$ cat src/rtl/pll_seq_pkg.sv
package pll_seq_pkg;
  typedef enum logic [2:0] {
    ST_IDLE, ST_BASE, ST_MISC, ST_EN, ST_UNBYP, ST_WAIT, ST_DONE
  } seq_state_t;

  localparam logic [1:0] STS_PROGRAMMED = 2'd0;
  localparam logic [1:0] STS_ALREADY    = 2'd1;
  localparam logic [1:0] STS_ERROR      = 2'd2;
endpackage

$ cat src/rtl/pll_seq_words.sv
module pll_seq_words #(
  parameter int WORD_W = 32,
  parameter int MW = 5,
  parameter int NW = 10,
  parameter int PW = 3,
  parameter int CPW = 4,
  parameter int VGW = 4,
  parameter int CP_LSB = 8,
  parameter int VG_LSB = 0
) (
  input  logic [WORD_W-1:0] cur_base,
  input  logic [WORD_W-1:0] cur_misc,
  input  logic [MW-1:0]     m,
  input  logic [NW-1:0]     n,
  input  logic [PW-1:0]     p,
  input  logic [CPW-1:0]    cp,
  input  logic [VGW-1:0]    vg,
  input  logic              force_ovr,
  input  logic [WORD_W-1:0] chk_base,
  input  logic [MW-1:0]     chk_m,
  input  logic [NW-1:0]     chk_n,
  input  logic [PW-1:0]     chk_p,
  output logic [WORD_W-1:0] w_prog,
  output logic [WORD_W-1:0] w_en,
  output logic [WORD_W-1:0] w_run,
  output logic [WORD_W-1:0] w_misc,
  output logic              chk_match
);
  localparam int M_LSB   = 0;
  localparam int N_LSB   = MW;
  localparam int P_LSB   = MW + NW;
  localparam int OVR_BIT = WORD_W - 4;
  localparam int EN_BIT  = WORD_W - 2;
  localparam int BYP_BIT = WORD_W - 1;

  function automatic logic [WORD_W-1:0] put_fields(input logic [WORD_W-1:0] w,
      input logic [MW-1:0] fm, input logic [NW-1:0] fn, input logic [PW-1:0] fp);
    logic [WORD_W-1:0] r;
    r = w;
    r[M_LSB +: MW] = fm;
    r[N_LSB +: NW] = fn;
    r[P_LSB +: PW] = fp;
    return r;
  endfunction

  logic [WORD_W-1:0] chk_req;

  always_comb begin
    w_prog = put_fields(cur_base, m, n, p);
    w_prog[BYP_BIT] = 1'b1;
    w_prog[EN_BIT]  = 1'b0;
    w_prog[OVR_BIT] = cur_base[OVR_BIT] | force_ovr;
    w_en = w_prog;
    w_en[EN_BIT] = 1'b1;
    w_run = w_en;
    w_run[BYP_BIT] = 1'b0;
    w_misc = cur_misc;
    w_misc[CP_LSB +: CPW] = cp;
    w_misc[VG_LSB +: VGW] = vg;
    chk_req = put_fields(chk_base, chk_m, chk_n, chk_p);
    chk_req[EN_BIT] = 1'b1;
    chk_match = (chk_req == chk_base);
  end
endmodule

$ cat src/rtl/pll_seq_rate.sv
module pll_seq_rate #(
  parameter int FIW = 32,
  parameter int MW = 5,
  parameter int NW = 10,
  parameter int PW = 3,
  localparam int FN_W = FIW + NW,
  localparam int DW = MW + (1 << PW) - 1
) (
  input  logic [FIW-1:0]  fi,
  input  logic [MW-1:0]   m,
  input  logic [NW-1:0]   n,
  input  logic [PW-1:0]   p,
  output logic [FN_W-1:0] fi_n,
  output logic [DW-1:0]   div_ml
);
  function automatic logic [FN_W-1:0] rate_num(input logic [FIW-1:0] f, input logic [NW-1:0] k);
    return FN_W'(f) * FN_W'(k);
  endfunction

  function automatic logic [DW-1:0] rate_den(input logic [MW-1:0] d, input logic [PW-1:0] e);
    return DW'(d) << e;
  endfunction

  assign fi_n   = rate_num(fi, n);
  assign div_ml = rate_den(m, p);
endmodule

$ cat src/rtl/pll_seq_fsm.sv
module pll_seq_fsm
  import pll_seq_pkg::*;
#(
  parameter int SETTLE = 16,
  localparam int CNT_W = $clog2(SETTLE + 1)
) (
  input  logic       clk,
  input  logic       rst_n,
  input  logic       start,
  input  logic       chk_path,
  input  logic       chk_match,
  output logic       accept,
  output logic       busy,
  output logic       base_we,
  output logic       misc_we,
  output logic [1:0] base_sel,
  output logic       ready,
  output logic       status_valid,
  output logic [1:0] status,
  output logic       cfg_invalid
);
  seq_state_t state_q;
  logic [CNT_W-1:0] cnt_q;
  logic [1:0] chk_sts_q;
  logic inv_q;

  assign busy   = (state_q != ST_IDLE);
  assign accept = start && !busy;
  assign ready  = (state_q == ST_WAIT) && (cnt_q == CNT_W'(SETTLE));
  assign base_we = (state_q == ST_BASE) || (state_q == ST_EN) || (state_q == ST_UNBYP);
  assign misc_we = (state_q == ST_MISC);
  assign base_sel = (state_q == ST_EN) ? 2'd1 : (state_q == ST_UNBYP) ? 2'd2 : 2'd0;
  assign status_valid = ready || (state_q == ST_DONE);
  assign status = (state_q == ST_DONE) ? chk_sts_q : STS_PROGRAMMED;
  assign cfg_invalid = inv_q;

  always_ff @(posedge clk or negedge rst_n) begin
    if (!rst_n) begin
      state_q <= ST_IDLE;
      cnt_q <= '0;
      chk_sts_q <= STS_PROGRAMMED;
      inv_q <= 1'b0;
    end else begin
      if (accept) cnt_q <= CNT_W'(1);
      else if (busy && cnt_q != {CNT_W{1'b1}}) cnt_q <= cnt_q + CNT_W'(1);
      unique case (state_q)
        ST_IDLE: if (accept) begin
          if (chk_path) begin
            state_q <= ST_DONE;
            chk_sts_q <= (chk_match && !inv_q) ? STS_ALREADY : STS_ERROR;
            if (!chk_match) inv_q <= 1'b1;
          end else begin
            state_q <= ST_BASE;
          end
        end
        ST_BASE:  state_q <= ST_MISC;
        ST_MISC:  state_q <= ST_EN;
        ST_EN:    state_q <= ST_UNBYP;
        ST_UNBYP: state_q <= ST_WAIT;
        ST_WAIT:  if (ready) state_q <= ST_IDLE;
        default:  state_q <= ST_IDLE;
      endcase
    end
  end

  a_r2_single_write: assert property (@(posedge clk) disable iff (!rst_n)
    !(base_we && misc_we));
  a_r2_misc_follows_base: assert property (@(posedge clk) disable iff (!rst_n)
    misc_we |-> $past(base_we));
  a_r5_ready_pulse: assert property (@(posedge clk) disable iff (!rst_n)
    ready |=> !ready && !busy);
  a_r5_ready_status: assert property (@(posedge clk) disable iff (!rst_n)
    ready |-> status_valid && status == STS_PROGRAMMED && !base_we && !misc_we);
  a_r6_check_no_write: assert property (@(posedge clk) disable iff (!rst_n)
    (status_valid && status != STS_PROGRAMMED) |-> !base_we && !misc_we && !ready);
  a_r7_sticky: assert property (@(posedge clk) disable iff (!rst_n)
    cfg_invalid |=> cfg_invalid);
endmodule

$ cat src/rtl/pll_seq.sv
module pll_seq #(
  parameter int WORD_W = 32,
  parameter int FIW = 32,
  parameter int MW = 5,
  parameter int NW = 10,
  parameter int PW = 3,
  parameter int CPW = 4,
  parameter int VGW = 4,
  parameter int CP_LSB = 8,
  parameter int VG_LSB = 0,
  parameter int SETTLE = 16,
  localparam int FN_W = FIW + NW,
  localparam int DW = MW + (1 << PW) - 1
) (
  input  logic              clk,
  input  logic              rst_n,
  input  logic              start,
  input  logic              is_periph,
  input  logic [FIW-1:0]    ref_rate,
  input  logic [MW-1:0]     cfg_m,
  input  logic [NW-1:0]     cfg_n,
  input  logic [PW-1:0]     cfg_p,
  input  logic [CPW-1:0]    cfg_cp,
  input  logic [VGW-1:0]    cfg_vg,
  input  logic [WORD_W-1:0] base_rdata,
  input  logic [WORD_W-1:0] misc_rdata,
  output logic              base_we,
  output logic [WORD_W-1:0] base_wdata,
  output logic              misc_we,
  output logic [WORD_W-1:0] misc_wdata,
  output logic              busy,
  output logic              ready,
  output logic              status_valid,
  output logic [1:0]        status,
  output logic              cfg_invalid,
  output logic [FN_W-1:0]   fi_n,
  output logic [DW-1:0]     div_ml
);
  localparam int OVR_BIT = WORD_W - 4;
  localparam int EN_BIT  = WORD_W - 2;
  localparam int BYP_BIT = WORD_W - 1;
  localparam logic [WORD_W-1:0] MISC_OWN =
      (((WORD_W'(1) << CPW) - 1) << CP_LSB) | (((WORD_W'(1) << VGW) - 1) << VG_LSB);

  logic accept, chk_path, chk_match;
  logic [1:0] base_sel;
  logic [MW-1:0] m_q;
  logic [NW-1:0] n_q;
  logic [PW-1:0] p_q;
  logic [CPW-1:0] cp_q;
  logic [VGW-1:0] vg_q;
  logic periph_q;
  logic [FIW-1:0] ref_q;
  logic [WORD_W-1:0] base_cur_q, misc_cur_q;
  logic [WORD_W-1:0] w_prog, w_en, w_run, w_misc;

  assign chk_path = is_periph && base_rdata[OVR_BIT];

  always_ff @(posedge clk or negedge rst_n) begin
    if (!rst_n) begin
      m_q <= '0; n_q <= '0; p_q <= '0; cp_q <= '0; vg_q <= '0;
      periph_q <= 1'b0; ref_q <= '0; base_cur_q <= '0; misc_cur_q <= '0;
    end else if (accept) begin
      m_q <= cfg_m; n_q <= cfg_n; p_q <= cfg_p; cp_q <= cfg_cp; vg_q <= cfg_vg;
      periph_q <= is_periph; ref_q <= ref_rate;
      base_cur_q <= base_rdata; misc_cur_q <= misc_rdata;
    end
  end

  pll_seq_fsm #(.SETTLE(SETTLE)) u_fsm (
    .clk(clk), .rst_n(rst_n), .start(start), .chk_path(chk_path),
    .chk_match(chk_match), .accept(accept), .busy(busy), .base_we(base_we),
    .misc_we(misc_we), .base_sel(base_sel), .ready(ready),
    .status_valid(status_valid), .status(status), .cfg_invalid(cfg_invalid)
  );

  pll_seq_words #(.WORD_W(WORD_W), .MW(MW), .NW(NW), .PW(PW), .CPW(CPW),
                  .VGW(VGW), .CP_LSB(CP_LSB), .VG_LSB(VG_LSB)) u_words (
    .cur_base(base_cur_q), .cur_misc(misc_cur_q), .m(m_q), .n(n_q), .p(p_q),
    .cp(cp_q), .vg(vg_q), .force_ovr(periph_q), .chk_base(base_rdata),
    .chk_m(cfg_m), .chk_n(cfg_n), .chk_p(cfg_p), .w_prog(w_prog), .w_en(w_en),
    .w_run(w_run), .w_misc(w_misc), .chk_match(chk_match)
  );

  pll_seq_rate #(.FIW(FIW), .MW(MW), .NW(NW), .PW(PW)) u_rate (
    .fi(ref_q), .m(m_q), .n(n_q), .p(p_q), .fi_n(fi_n), .div_ml(div_ml)
  );

  assign base_wdata = (base_sel == 2'd1) ? w_en : (base_sel == 2'd2) ? w_run : w_prog;
  assign misc_wdata = w_misc;

  a_r2_unbypass_enabled: assert property (@(posedge clk) disable iff (!rst_n)
    (base_we && !base_wdata[BYP_BIT]) |-> base_wdata[EN_BIT]);
  a_r2_first_bypassed: assert property (@(posedge clk) disable iff (!rst_n)
    misc_we |-> $past(base_wdata[BYP_BIT] && !base_wdata[EN_BIT]));
  a_r3_misc_preserve: assert property (@(posedge clk) disable iff (!rst_n)
    misc_we |-> ((misc_wdata ^ misc_cur_q) & ~MISC_OWN) == '0);
  a_r4_ovr_forced: assert property (@(posedge clk) disable iff (!rst_n)
    (base_we && periph_q) |-> base_wdata[OVR_BIT]);
  a_r8_hold_request: assert property (@(posedge clk) disable iff (!rst_n)
    (busy && start) |=> $stable(fi_n) && $stable(div_ml));
endmodule

$ cat config.mk
export PLATFORM = sky130hd
export DESIGN_NAME = pll_seq
export DESIGN_NICKNAME = d
export VERILOG_FILES = /design/src/rtl/pll_seq_pkg.sv /design/src/rtl/pll_seq_words.sv /design/src/rtl/pll_seq_rate.sv /design/src/rtl/pll_seq_fsm.sv /design/src/rtl/pll_seq.sv
export SDC_FILE = /design/constraint.sdc
export NUM_CORES = 1
export LEC_CHECK = 0
export ABC_AREA = 1
export BUFFER_PORTS_ARGS = -buffer_cell sky130_fd_sc_hd__buf_4
export CAP_MARGIN = 25
export CELL_PAD_IN_SITES_DETAIL_PLACEMENT = 1
export CELL_PAD_IN_SITES_GLOBAL_PLACEMENT = 1
export CORE_ASPECT_RATIO = 1.5
export CORE_UTILIZATION = 35
export CTS_BUF_LIST = sky130_fd_sc_hd__clkbuf_4
export DETAILED_ROUTE_END_ITERATION = 12
export PLACE_DENSITY_LB_ADDON = 0.1
export SYNTH_ARGS = -nofsm -noshare
export SYNTH_HDL_FRONTEND = slang
export SYNTH_HIERARCHICAL = 1
export SYNTH_SLANG_ARGS = --single-unit
$ cat constraint.sdc
create_clock -name clk -period 12.4 [get_ports clk]
set_input_delay 1.24 -clock clk [delete_from_list [all_inputs] [get_ports clk]]
set_output_delay 1.24 -clock clk [all_outputs]
set_load 0.02 [all_outputs]
# Word level (Yosys, flattened, before mapping)
# Cells that the tools add are included.
dict set report word_totals {
  register_bits 132
  latchBits 0
  ram_bits 0
  mem_bits_ro 0
  inputBits 126
  out_inout_bits 126
  word_cells 59
  memories 0
}
dict set report classes {
  add_sub_neg 1
  n_mul 1
  div_mod_pow 0
  n_lt_le_gt_ge 0
  n_eq_ne 13
  shift 1
  mux 12
  bitwise_logic 2
  reduce_logical 16
}
# operator count
set op_table {}
lappend op_table {{32-bit 2-to-1 mux} 2}
lappend op_table {{32-bit by 10-bit multiplier with 42-bit output} 1}
lappend op_table {{19-bit equality test} 1}
lappend op_table {{3-bit one-hot mux with 6 select lines} 1}
lappend op_table {{5-bit by 3-bit << shifter with 12-bit output} 1}
lappend op_table {{5-bit 2-to-1 mux} 2}
lappend op_table {{3-bit equality test, second input constant} 3}
lappend op_table {{3-bit 2-to-1 mux} 3}
lappend op_table {{2-bit 2-to-1 mux} 4}
lappend op_table {{3-bit by 2-bit equality test with 1-bit output, second input constant} 2}
lappend op_table {{5-bit by 1-bit adder with 5-bit output, second input constant} 1}
lappend op_table {{5-bit equality test, second input constant} 1}
lappend op_table {{1-bit logical AND} 5}
lappend op_table {{5-bit inequality test, second input constant} 1}
lappend op_table {{4-bit AND reduction} 1}
lappend op_table {{3-bit by 1-bit equality test with 1-bit output, second input constant} 1}
lappend op_table {{3-bit zero test} 1}
lappend op_table {{1-bit logical OR} 3}
lappend op_table {{3-bit AND reduction} 1}
lappend op_table {{3-bit nonzero test} 1}
lappend op_table {{2-bit by 1-bit equality test with 1-bit output, second input constant} 1}
lappend op_table {{2-bit equality test, second input constant} 1}
lappend op_table {{1-bit zero test} 2}
lappend op_table {{2-bit by 1-bit inequality test with 1-bit output, second input constant} 1}
lappend op_table {{5 further kinds} 5}

# Longest topological paths before layout
dict set report logic_depth {
  ltp_word 6
  ltp_mapped 25
  mapped_depth_nobuf 24
}

# Modules after synthesis
# The synthesis kept the hierarchy.
# mod n_inst cells_per_inst area_each_um2
set modules_own_cells {}
lappend modules_own_cells {pll_seq_rate 1 1691 11215.8}
lappend modules_own_cells {pll_seq 1 507 5888.1}
lappend modules_own_cells {pll_seq_words 1 223 1342.5}
lappend modules_own_cells {pll_seq_fsm 1 91 705.7}

# Worst setup path before layout
# OpenSTA, ideal clock, no wires.
dict set report synth_timing {
  kind {reg2out}
  start {register n_q[1]}
  end {output fi_n[25]}
  t_arrival_ns 4.829
  required_time_ns 11.160
  setup_slack_ns 6.331
  path_stages_with_launch 21
  cell_sequence {dfrtp_1 > clkbuf_1 > nand2_1 > fa_1 > inv_1 > fa_1 > inv_1 > fa_1 > inv_1 > fa_1 > inv_1 > fa_1 > inv_1 > ha_1 > nand2_1 > inv_1 > a21oi_1 > nand2_1 > nand2_1 > nand3_2 > xor2_1}
}
dict set report synth_between {
  elab_chain_len 1
}
# item line
set synth_rtl {}
lappend synth_rtl {{from (decl)} pll_seq.sv:48} ;# logic [NW-1:0] n_q;
lappend synth_rtl {{from (signal assigned)} pll_seq.sv:64} ;# m_q <= cfg_m; n_q <= cfg_n; p_q <= cfg_p; cp_q <= cfg_cp; vg_q <= cfg_vg;
lappend synth_rtl {{32-bit by 10-bit multiplier with 42-bit output} pll_seq_rate.sv:17} ;# return FN_W'(f) * FN_W'(k);
lappend synth_rtl {{to (decl)} pll_seq.sv:36} ;# output logic [FN_W-1:0] fi_n,
# Every way passes these cells.

# Final worst setup path
dict set report layout_timing {
  start {register n_q[2]}
  end {output fi_n[41]}
}
# Same word-level chain as after synthesis.

==> run summary <==
Startpoint of the worst hold path -> u_fsm/chk_sts_q[0]$_DFFE_PN0P_
Antenna-violating nets left -> 0
R2R setup slack -> 9.51 ns
RSZ-0062 raised after global routing -> false
Worst R2R Start -> u_fsm/state_q[0]$_DFFE_PN0P_
WL final -> 53.1 mm
Number of global-route vias before repair -> 16518
Share of cells above drive strength 1 -> 15.6%
CTS max path bufs -> 2
Post-CTS setup buffer count -> 0
GRT overflow -> 0
Yosys warnings -> 6
Relative slew slack -> 34.8%
Max H-tree Level -> 3
Post_cts resized -> 0
Final clock skew -> 0.0177 ns
Setup CP Type -> reg -> out
MaxCap Viol Count -> 0
CP Cell Sequence -> nand2_1 > fa_1 > inv_1 > fa_1 > inv_1 > fa_1 > inv_1 > fa_1 > inv_1 > fa_1 > inv_1 > ha_1 > nand2_1 > inv_1 > a21oi_1 > nand2_1 > nand2_1 > nand3_2 > nand2_1 > nand2_1 > nand2_1 > nand2_1 > buf_4
DIE AREA -> 0.0526 mm²
Worst Tran Pin Value -> 0.978 ns
Core ar. -> 0.0508 mm²
Die height -> 280 µm
Layout Nets -> 2947
Fmax -> 133 MHz
Slowest-stage cell, CP -> dfrtp_2
Synth Cell Area -> 0.0181 mm²
Hold Path Stages -> 2
WP buf/inv -> 7
Number of core rows -> 101
GPL Wtd Cong -> 0.843
Hold endpoint -> u_fsm/chk_sts_q[0]$_DFFE_PN0P_
Critical path arrival -> 6.29 ns
Mapped Cells -> 2455
DRT iter0 DRCs -> 483
PortBufs -> 242
Worst Setup SP -> n_q[2]$_DFFE_PN0P_
CP startpoint kind -> flip-flop
Clock Sink Count -> 106
CP top delay family -> adder cells
Final Critical Period -> 7.53 ns
Vias -> 14531
Ports -> 252
DRC -> 0
TritonCTS clock tree -> built
CP Data Required Time -> 11.16 ns
Critical-path maximum fanout -> 36
GRT Util Overall -> 21.1%
Fin. max-slew vios -> 0
Worst reg2reg path depth -> 5
Post-CTS Hold Fix Bufs -> 0
Capturing element type of the critical path -> primary output
Final setup fails -> 0
Slowest stage delay, CP -> 1.00 ns
Via/cell ratio -> 4.57
Largest net degree at the start of global routing -> 65
Area growth syn-to-layout -> 8.43%
Detailed placement HPWL -> 42.0 mm
Root Driver -> clkbuf_4
Routed length per instance -> 16.7 µm
Die X -> 188 µm
Initial antenna violation count -> 1
Total negative slack -> 0 ns
FF-to-FF End -> misc_cur_q[4]$_DFFE_PN0P_
Global-route wire length before repair -> 87.7 mm
Clock slew at reported path FFs -> 0.21 ns
Most used cell, CP -> nand2_1
Hold Path Class -> reg -> reg
FILL cells -> 6418
Pre-Repair DR Iteration Count -> 5
Mean Syn Cell Area -> 7.37 µm²
Final-report hold violation count -> 0
Inserted Clock Buffers -> 9
Clk Latency, worst-skew pair -> 0.53 ns
Status -> finished clean
Tcrit/Tclk final -> 60.8%
Initial Util -> 35.6%
==> routing by layer <==
metal / up-vias / part of all wire [%] / GRT usage [%]
li1: 7009 / - / -
met1: 7217 / 42 / 25.1
met2: 263 / 54 / 40.8
met3: 42 / 2.6 / 1.41
met4: 0 / 1.6 / 4.88
met5: - / 0 / 0
==> sequential cells by signal, summed over array words and instances, names as in the netlist, 2 cells and up <==
register and count:
ref_q 32, u_fsm/cnt_q 5, n_q 10, m_q 5, base_cur_q 12, p_q 3, u_fsm/chk_sts_q 2, cp_q 4
misc_cur_q 24, u_fsm/state_q 3, vg_q 4
==> per-stage QoR <==
step | utilization [%] | hold WS, ns | setup slack [ns] | std cells | instance area (µm²)
CTS | 38.6 | 0.504 | 4.68 | 3177 | 19600
global route | 38.6 | 0.535 | 4.40 | 3178 | 19600
global placement | 38.3 | 0.461 | 5.52 | 3161 | 19400
finish | 38.6 | 0.501 | 4.87 | 3178 | 19600
floorplan | - | 0.442 | 6.33 | 2459 | 18100
detailed placement | 38.3 | 0.463 | 5.38 | 3161 | 19400
==> cells in the final DEF, fill, tap and decap left out, types with 32 or more instances in the layout <==
cell     count
nor2_1      75
nand2_1    749
dfrtp_1    101
buf_4      253
nand3_1    106
fa_1       238
ha_1        80
inv_1      635
a21oi_1     32
mux2_2      36
mux2_4      59
==> worst max-delay path by stage <==
stage | to | slack (ns) | cells past startpoint
after detailed placement | fi_n[41] | 5.38 | 23
after floorplan | fi_n[25] | 6.33 | 20
after global placement | fi_n[41] | 5.52 | 23
after global routing | fi_n[41] | 4.40 | 23
final | fi_n[41] | 4.87 | 23
after CTS | fi_n[41] | 4.68 | 23
==> cell type report <==
class	instances	area, µm²	share of cell area [%]
Sequential cell	106	2660	13.6
Clock buffer	9	67.6	0.345
Tap cell	669	837	4.27
Inverter	639	2400	12.2
Antenna cell	1	2.50	0.0128
Timing Repair Buffer	253	1900	9.69
Clock inverter	7	93.8	0.479
Multi-Input combinational cell	1494	11700	59.4
==> worst reg2reg max path, delay by kind of cell, from the launching register on <==
family | cells | cell delay [ns]
AND/OR/NAND/NOR | 3 | 1.00
buffers and inverters | 1 | 0.81
flip-flops | 1 | 0.50
multiplexers | 1 | 0.48
Power is not shown: default switching activity piles up to over one toggle a cycle in this logic, so the estimate is an artifact.
